## config.mk

```make
export PLATFORM = sky130hd
export DESIGN_NAME = coef_bank_if
export DESIGN_NICKNAME = d
export VERILOG_FILES = /design/src/rtl/coef_bank_if.sv
export SDC_FILE = /design/constraint.sdc
export NUM_CORES = 1
export LEC_CHECK = 0
export BUFFER_PORTS_ARGS = -buffer_cell sky130_fd_sc_hd__clkbuf_2
export CORE_ASPECT_RATIO = 0.7
export CORE_MARGIN = 1
export CORE_UTILIZATION = 28
export CTS_CLUSTER_DIAMETER = 50
export DETAILED_ROUTE_END_ITERATION = 10
export SLEW_MARGIN = 40
export SYNTH_ARGS = -nofsm -noshare
export SYNTH_HDL_FRONTEND = slang
export SYNTH_SLANG_ARGS = --single-unit
```

## constraint.sdc

```tcl
create_clock -name clk -period 3.47 [get_ports clk]
set_input_delay 1.041 -clock clk [delete_from_list [all_inputs] [get_ports clk]]
set_output_delay 1.041 -clock clk [all_outputs]
set_load 0.02 [all_outputs]
```

## src/rtl/coef_bank_if.sv

```systemverilog
module coef_bank_if #(
  parameter int NTAP = 9,
  parameter int CW   = 8,
  parameter int CFGW = 4
) (
  input  logic               clk,
  input  logic               rst_n,
  input  logic [2:0]         addr,
  input  logic [CW-1:0]      wdata,
  input  logic               ld,
  output logic [NTAP*CW-1:0] coef_out,
  output logic               fmt_signed,
  output logic               mode_2d,
  output logic [1:0]         rnd_sel,
  output logic               act_bank
);
  localparam int PW = $clog2(NTAP);

  logic [2:0]      ld_sync;
  logic [CW-1:0]   bank [2][NTAP];
  logic [CFGW-1:0] cfg;
  logic [PW-1:0]   ptr;
  logic            seq_on, seq_bank;

  wire wr      = ld_sync[1] & ~ld_sync[2];
  wire do_bank = wr && addr[2:1] == 2'b01;
  wire do_cfg  = wr && addr == 3'b100;
  wire do_sel0 = wr && addr == 3'b101;
  wire do_sel1 = wr && addr == 3'b110;

  wire          seq_hit = seq_on && seq_bank == addr[0];
  wire [PW-1:0] idx     = seq_hit ? ptr : '0;
  wire [PW-1:0] idx_nxt = (idx == PW'(NTAP-1)) ? '0 : idx + 1'b1;

  always_ff @(posedge clk or negedge rst_n)
    if (!rst_n) ld_sync <= '0;
    else        ld_sync <= {ld_sync[1:0], ld};

  always_ff @(posedge clk or negedge rst_n) begin
    if (!rst_n) begin
      for (int b = 0; b < 2; b++)
        for (int i = 0; i < NTAP; i++) bank[b][i] <= '0;
      cfg      <= '0;
      act_bank <= 1'b0;
      ptr      <= '0;
      seq_on   <= 1'b0;
      seq_bank <= 1'b0;
    end else begin
      if (do_bank) begin
        bank[addr[0]][idx] <= wdata;
        ptr      <= idx_nxt;
        seq_on   <= 1'b1;
        seq_bank <= addr[0];
      end else if (do_cfg || do_sel0 || do_sel1) begin
        ptr    <= '0;
        seq_on <= 1'b0;
      end
      if (do_cfg)  cfg      <= wdata[CFGW-1:0];
      if (do_sel0) act_bank <= 1'b0;
      if (do_sel1) act_bank <= 1'b1;
    end
  end

  for (genvar g = 0; g < NTAP; g++) begin : g_tap
    assign coef_out[g*CW +: CW] = bank[act_bank][g];
  end

  assign fmt_signed = cfg[0];
  assign mode_2d    = cfg[1];
  assign rnd_sel    = cfg[3:2];


  cfg_load_chk: assert property (@(posedge clk) disable iff (!rst_n)
    (wr && addr == 3'b100) |=> {rnd_sel, mode_2d, fmt_signed} == $past(wdata[CFGW-1:0]));

  sel0_chk: assert property (@(posedge clk) disable iff (!rst_n)
    (wr && addr == 3'b101) |=> !act_bank);

  sel1_chk: assert property (@(posedge clk) disable iff (!rst_n)
    (wr && addr == 3'b110) |=> act_bank);

  rsvd_chk: assert property (@(posedge clk) disable iff (!rst_n)
    (wr && (addr[2:1] == 2'b00 || addr == 3'b111)) |=>
      $stable(coef_out) && $stable(rnd_sel) && $stable(mode_2d) && $stable(fmt_signed) &&
      $stable(act_bank) && $stable(ptr) && $stable(seq_on));

  ptr_range_chk: assert property (@(posedge clk) disable iff (!rst_n)
    ptr < PW'(NTAP));

  idle_bank_chk: assert property (@(posedge clk) disable iff (!rst_n)
    (wr && addr[2:1] == 2'b01 && addr[0] != act_bank) |=> $stable(coef_out));
endmodule

```

* Word level (Yosys, flattened, before mapping)
Cells that the tools add are included.
Operators by class: mux-type cells 16, $mul 0, add/sub/neg operators 1, shift-type cells 0, eq/ne operators 6, $lt $le $gt $ge 5, bitwise logic cells 5, div/mod/pow operators 0, reductions and logical operators 11
Operators with widths (count):
- $mux 72 | 4
- $bwmux 144 | 1
- $demux 72 s1 | 1
- $demux 8 s4 | 1
- $mux 4 | 4
- $eq 3x3->1 const B | 3
- $mux 8 | 1
- $logic_and 1x1->1 | 7
- $ge 5x5->1 const B | 1
- $lt 5x1->1 const B | 1
- $not 4->5 | 1
- $add 4x1->4 const B | 1
- $eq 4x4->1 const B | 1
- $ge 2x2->1 const B | 2
- $mux 1 | 4
- $not 1->2 | 2
- $reduce_bool 2->1 | 2
- $eq 2x1->1 const B | 1
- $logic_or 1x1->1 | 2
- $lt 2x1->1 const B | 1
- $and 1x1->1 | 1
- $eq 1x1->1 | 1
- $not 1->1 | 1
Storage, ports and cells: flip-flop bits (word level) 158, memories kept 0, bits in latches 0, memory bits (writable) 0, output and inout port bits 77, bits in read-only memories 0

* Longest topological paths before layout
Gate-level depths: netlist of run 1.
word-level depth 11, mapped depth 9, gate-level depth less buffers 7

* Worst setup path before layout of run 1
Ideal clock, no wire load.
kind input port to flip-flop, start point input addr[0], end point register bank[103] (netlist name), required time 3.345 ns, stages on the path 9, path buffers 2, setup time 0.125 ns, path slack 0.858 ns, arrival time 2.487 ns, path through buf_2 > xnor2_1 > and2_1 > nand2_1 > inv_1 > ha_1 > and3_2 > buf_6 > mux2_2
Between the ends: longest elaborated chain between the ends 11, elaborated cells on any way between the ends 16
Ends and longest elaborated chain:
- start, declared | line 8 | input logic [2:0] addr,
- $eq 1x1->1 | line 31 | wire seq_hit = seq_on && seq_bank == addr[0];
- $logic_and 1x1->1 | line 31
- $mux 4 | line 32 | wire [PW-1:0] idx = seq_hit ? ptr : '0;
- $not 4->5 (implied by the code) | line 50 | bank[addr[0]][idx] <= wdata;
- $ge 5x5->1 (implied by the code) / $lt 5x1->1 (equally long branches) | line 50
- $logic_and 1x1->1 (implied by the code) | line 50
- $mux 8 (implied by the code) | line 50
- $demux 8 s4 | line 50
- $mux 72 (implied by the code) | line 50
- $demux 72 s1 (*) | line 50
- $bwmux 144 (*) | line 50
- end signal, assigned by index | line 50
- end, declared | line 20 | logic [CW-1:0] bank [2][NTAP];
Every way passes the cells marked *; elsewhere a longest branch is shown, timed or not. A chain may end at the register's enable or synchronous reset.

* Final worst setup path of run 1
start point register act_bank, end point output coef_out[38]
Between the ends: longest elaborated chain between the ends 4
Ends and longest elaborated chain:
- start, declared | line 15 | output logic act_bank
- start signal, assigned | line 44 | act_bank <= 1'b0;
- start signal, assigned | line 59 | if (do_sel0) act_bank <= 1'b0;
- start signal, assigned | line 60 | if (do_sel1) act_bank <= 1'b1;
- $not 1->2 (implied by the code) | line 65 | assign coef_out[g*CW +: CW] = bank[act_bank][g];
- $mux 72 (2 in series)
- $mux 72 (implied by the code) | line 65
- end, declared | line 11 | output logic [NTAP*CW-1:0] coef_out,
Every way passes these cells. The select of a mux whose other input is x is not followed.

==> results of run 1 <==
## logic make-up (layout without fill, tap and decap cells)
| logic type | after synthesis | in the layout |
|---|---|---|
| compound gates | 16 | 16 |
| fa+ha+maj | 2 | 2 |
| simple gates | 48 | 48 |
| flops | 158 | 158 |
| buf+inv | 42 | 130 |
| xor+xnor | 1 | 1 |
| mux | 221 | 221 |
## per-stage QoR
stage | utilization [%] | setup slack (ns) | std cells | cell area, sq um
floorplan | - | 0.8577 | 488 | 7142
global placement | 31.73 | 0.4822 | 870 | 7889
global route | 34.21 | 0.3008 | 901 | 8507
detailed placement | 31.73 | 0.4132 | 870 | 7889
finish | 34.21 | 0.3901 | 901 | 8507
CTS | 34.21 | 0.3619 | 901 | 8507
## critical path, stage by stage (launching register included)
cell and delay [ns]:
dfrtp_2 0.75, buf_12 0.29, mux2_2 0.39, clkbuf_2 0.16
## power by group
group	switching, uW	internal, uW	leakage (uW)	total, uW
clock network	773	1210	0.000291	1980
logic	239	165	0.00190	404
registers	64.0	1940	0.00215	2000
total	1080	3310	0.00435	4380
## area by class of cell
class	instances	area (sq um)	share of cell area, %
inverter	5	18.77	0.2206
multi-input combinational	288	2972	34.93
tap	325	406.6	4.780
clock buffer	18	429.2	5.045
sequential	158	3955	46.49
clock inverter	13	188.9	2.221
timing repair buffer	94	536.8	6.310
## synthesized netlist by cell type (3+ instances only)
cell type,number,area (sq um)
a21oi_1,3,15.01
clkbuf_1,21,78.83
nand4_2,3,37.54
and3_2,4,30.03
mux2_2,220,2477
buf_1,4,15.01
dfrtp_1,158,3954
nand2_1,8,30.03
nor2_1,5,18.77
and4_1,3,26.28
and2_1,3,18.77
buf_6,5,56.30
inv_1,5,18.77
buf_4,5,37.54
nand3_1,3,15.01
and3_1,3,18.77
o21ai_0,4,20.02
## registers in the layout, indices dropped and copies added (netlist names)
name      flops
bank        144
ptr           4
act_bank      1
ld_sync       3
seq_on        1
cfg           4
seq_bank      1
## per-layer routing
metal  vias up  part of all wire, %
met1      2219                   47
li1       1898                    -
met2       105                   46
met3        21                  6.3
met5         -                    0
met4         0                 0.88
## worst max path at each step
stage / to / from / slack, ns / cells after the start
after CTS: coef_out[28] / act_bank / 0.36 / 3
after global placement: bank[27] / addr[0] / 0.48 / 8
after global routing: coef_out[26] / act_bank / 0.30 / 3
after detailed placement: bank[26] / addr[0] / 0.41 / 8
after floorplan: bank[103] / addr[0] / 0.86 / 9
final: coef_out[38] / act_bank / 0.39 / 3
==> flow_metrics.env, run 1 <==
export IMPL_synth_edff_count=0
export IMPL_final_cell_mix="220 x mux2_2, 157 x dfrtp_1, 89 x clkbuf_2"
export IMPL_min_from="ld_sync[0]"
export IMPL_routabilityCongestion=0.8494
export IMPL_boundaryPins=91
export IMPL_rr_endpoint="bank[26]"
export IMPL_status="finished with violations"
export IMPL_end_kind="primary output"
export IMPL_ant_nets=0
export IMPL_grt_antenna_before_repair=0
export IMPL_ctsHtreeMaxLevel=4
export IMPL_grt_max_degree=57
export IMPL_cp_start_kind="flop"
export IMPL_via_count=4243
export IMPL_cts_made_buffers=17
export IMPL_cts_hold_buf=0
export IMPL_ys_ff_latch=158
export IMPL_ys_seq_area_share_pct=55.36
export IMPL_period_share_pct=88.76
export IMPL_tightestPinTransition_ns=0.6534
export IMPL_die_width_um=192.9
export IMPL_clock_skew_ns=0.007617
export IMPL_worstPathRequired_ns=2.43
export IMPL_holdWs_ns=0.3560
export IMPL_die_h_um=135.6
export IMPL_r2r_slack_ns=1.15
export IMPL_setup_viol=0
export IMPL_maxSlewHeadroom_pct=56.26
export IMPL_worst_r2r_cell_count=7
export IMPL_rsz0062_at_grt="false"
export IMPL_syn_area_per_cell_sq_um=14.63
export IMPL_synthXorXnorAreaFrac_pct=0.1226
export IMPL_hold_violations=0
export IMPL_muxShareOfSynthArea_pct=34.83
export IMPL_grtUsageMet3_pct=3.963
export IMPL_min_path_cells=0
export IMPL_finalPower_uw=4381
export IMPL_coreArea_sq_mm=0.02486
export IMPL_dp_hpwl_um=11360
export IMPL_r2r_start="seq_bank"
export IMPL_criticalPathCategory="reg2out"
export IMPL_antennaDiodeCount=0
export IMPL_synth_cell_type_count=43
export IMPL_tns_ns=0
export IMPL_rows=48
export IMPL_syn_nets=504
export IMPL_drv_slew=0
export IMPL_cts_sinks=158
export IMPL_ys_flop_type="dfrtp_1"
export IMPL_grtUsageMet1_pct=18.68
export IMPL_violations="design-rule violations"
export IMPL_p_per_area_mw_per_mm2=515.1
export IMPL_fill_cells=2410
export IMPL_postCtsSetupRepairBufs=0
export IMPL_synthAdderAreaFrac_pct=0.3504
export IMPL_drv_cap=0
export IMPL_fmaxAchievable_ghz=0.3247
export IMPL_irDropWorstVdd_uv=366.6
export IMPL_dr_pass1_iters=11
export IMPL_cts_resized_gates=0
export IMPL_grt_pass1_wl_um=26640
export IMPL_cts_path_max_buffers=2
export IMPL_ctsRootBufferMaster="clkbuf_16"
export IMPL_hold_class="reg2reg"
export IMPL_initial_core_util_pct=28.72
export IMPL_layout_commonest_cell="mux2_2"
export IMPL_final_min_clock_period_ns=3.080
export IMPL_grt_overflow=0
export IMPL_synth_top_family_by_area="multiplexers"
export IMPL_drtIter0Drc=255
export IMPL_postSynthCellCount=488
export IMPL_cts_tree="built"
export IMPL_drc=8
export IMPL_port_buffers=90
export IMPL_cp_arrival_ns=2.04
export IMPL_viasPerCell=4.709
export IMPL_holdPathEnd="ld_sync[1]"
export IMPL_worstSkewPairLatency_ns=0.43
export IMPL_drive_above_1_share_pct=62.33
export IMPL_yosys_area_share_simple_pct=4.765
export IMPL_clk_pin_slew_ns=0.06
export IMPL_met2_usage_pct=20.71
export IMPL_ys_warn_count=0
export IMPL_leakagePower_uw=0.004346
export IMPL_async_flop_share_pct=100.0
export IMPL_gr_max_usage_layer="met2"
export IMPL_die_area_sq_mm=0.02616
export IMPL_grt_pass1_vias=4552
export IMPL_grt_use_total_pct=13.66
export IMPL_netlist_area_sq_mm=0.007142
export IMPL_wl_um=16740
export IMPL_nets=580
export IMPL_area_growth_pct=19.11
export IMPL_crit_fanout=31
export IMPL_wire_per_inst_um=18.58
export IMPL_synth_compound_area_share_pct=1.542
(Power assumes the default switching activity.)
==> inputs of run 2 (changes only) <==
Settings changed: ABC_AREA set to 1.
==> run 2 against run 1 <==
Compared with the run above: setup slack improved by 0.31 ns; the run now ends clean; critical endpoint is now coef_out[33]; maximum frequency rose by 11%; non-clock buffer count rose by 7; final area rose by 1.5%; critical path depth rose by 2.
==> flow_metrics.env, run 2 <==
export IMPL_status="complete, no violations"
export IMPL_cts_made_buffers=17
export IMPL_grt_max_degree=74
export IMPL_die_area_sq_mm=0.02682
export IMPL_finalPower_uw=4357
export IMPL_antennaDiodeCount=0
export IMPL_synth_area_top_cells="dfrtp_1 54%, nand2_1 25%, nand3_1 4.8%, o21ai_1 2.0%, nand3_4 1.7%"
export IMPL_cts_path_max_buffers=2
export IMPL_synth_edff_count=0
export IMPL_grt_pass1_vias=5935
export IMPL_syn_nets=928
export IMPL_final_min_clock_period_ns=2.773
export IMPL_netlist_area_sq_mm=0.007325
export IMPL_port_buffers=90
export IMPL_criticalPathCategory="reg2out"
export IMPL_synth_cell_type_count=27
export IMPL_initial_core_util_pct=28.51
export IMPL_cts_hold_buf=0
export IMPL_grt_antenna_before_repair=0
export IMPL_tns_ns=0
export IMPL_irDropWorstVdd_uv=325.1
export IMPL_clock_skew_ns=0.01010
export IMPL_yosysTopAreaCellShare_pct=53.98
export IMPL_largest_reg_flops=144
export IMPL_dpl_cell_count=1298
export IMPL_ys_ff_latch=158
export IMPL_coreArea_sq_mm=0.02569
export IMPL_cts_sinks=158
export IMPL_ctsHtreeMaxLevel=4
export IMPL_worstPathRequired_ns=2.43
export IMPL_layout_commonest_cell="nand2_1"
export IMPL_die_width_um=195.3
export IMPL_leakagePower_uw=0.004675
export IMPL_boundaryPins=91
export IMPL_grt_pass1_wl_um=33340
export IMPL_final_cell_mix="497 x nand2_1, 157 x dfrtp_1, 89 x clkbuf_2"
export IMPL_cp_arrival_ns=1.73
export IMPL_clk_pin_slew_ns=0.07
export IMPL_end_kind="primary output"
export IMPL_synth_common_cells="497 x nand2_1, 158 x dfrtp_1, 70 x nand3_1"
export IMPL_async_flop_share_pct=100.0
export IMPL_syn_area_per_cell_sq_um=8.031
export IMPL_largest_register="bank"
export IMPL_postCtsSetupRepairBufs=0
export IMPL_dp_hpwl_um=13780
export IMPL_cts_resized_gates=0
export IMPL_grt_use_total_pct=16.31
export IMPL_ys_warn_count=0
export IMPL_crit_fanout=35
export IMPL_yosysMostFrequentCell="nand2_1"
export IMPL_nets=1002
export IMPL_ys_seq_area_share_pct=53.98
export IMPL_die_h_um=137.3
export IMPL_wl_um=20600
export IMPL_tightestPinTransition_ns=0.6923
export IMPL_postSynthCellCount=912
export IMPL_drive_above_1_share_pct=16.63
export IMPL_drv_cap=0
export IMPL_rows=49
export IMPL_worstSkewPairLatency_ns=0.43
export IMPL_viasPerCell=4.553
export IMPL_p_per_area_mw_per_mm2=504.4
export IMPL_drtIter0Drc=408
export IMPL_dr_pass1_iters=5
export IMPL_rsz0062_at_grt="false"
export IMPL_wire_per_inst_um=15.50
export IMPL_largest_registers="bank x144, cfg x4, ptr x4"
export IMPL_ctsRootBufferMaster="clkbuf_16"
export IMPL_drv_slew=0
export IMPL_ys_flop_type="dfrtp_1"
export IMPL_fmaxAchievable_ghz=0.3606
export IMPL_routabilityCongestion=0.8226
export IMPL_stdcell_count=1329
export IMPL_period_share_pct=79.92
export IMPL_area_growth_pct=17.92
export IMPL_cts_tree="built"
export IMPL_cp_start_kind="flop"
export IMPL_grt_overflow=0
export IMPL_yosysTopAreaCell="dfrtp_1"
export IMPL_pre_cts_ws_ns=0.3062
export IMPL_fin_ws_ns=0.6968
export IMPL_maxSlewHeadroom_pct=53.84
export IMPL_drc=0
export IMPL_setup_viol=0
export IMPL_ant_nets=0
export IMPL_via_count=6051
export IMPL_hold_class="reg2reg"
export IMPL_hold_violations=0
-- run 2: cell families after synthesis --
logic type	synth area share (%)
DFF	53.98
adders and majority gates	0.3416
AOI/OAI and AO/OA	4.185
and+or+nand+nor	36.62
buffers and inverters	4.868
-- run 2: critical path: stages (launching register included) --
cell and delay [ns]:
dfrtp_2 0.43, inv_2 0.09, buf_4 0.35, nand2_1 0.09, nand2_1 0.14, clkbuf_2 0.19
-- run 2: stage by stage --
stage | util [%] | area [sq um] | hold WS, ns
global placement | 31.42 | 8070 | 0.3331
CTS | 33.59 | 8630 | 0.3543
detailed placement | 31.42 | 8070 | 0.3402
finish | 33.62 | 8637 | 0.3564
floorplan | - | 7325 | 0.3312
global route | 33.62 | 8637 | 0.3722
-- run 2: final timing paths --
path / startpoint / to / slack [ns] / depth (start not counted)
max in group asynchronous: rst_n / bank[62] / 2.06 / 2
setup reg to reg: seq_bank / bank[30] / 1.19 / 11
min in group asynchronous: rst_n / bank[12] / 0.60 / 1
hold reg to reg: ld_sync[0] / ld_sync[1] / 0.36 / 0
hold / removal: ld_sync[0] / ld_sync[1] / 0.36 / 0
setup / recovery: act_bank / coef_out[33] / 0.70 / 5
-- run 2: cell type report --
type	count	area (sq um)
fill	2694	17050
sequential	158	3955
multi-input combinational	682	3022
timing repair buffer	101	589.3
clock buffer	17	425.4
tap	331	414.1
clock inverter	14	133.9
inverter	26	97.59
-- run 2: power by group --
part	total [uW]	internal (uW)	switching [uW]
Combinational	560	143	417
Sequential	1980	1930	54.4
Clock	1810	997	817
Total	4360	3070	1290
-- run 2: metal layers --
| metal | vias to the layer above | global-route usage [%] | wire (um) |
|---|---|---|---|
| li1 | 3031 | - | - |
| met1 | 2893 | 23.68 | 10460 |
| met2 | 114 | 24.52 | 9063 |
| met3 | 13 | 3.354 | 872 |
| met4 | 0 | 4.374 | 204 |
| met5 | - | 0 | 0 |
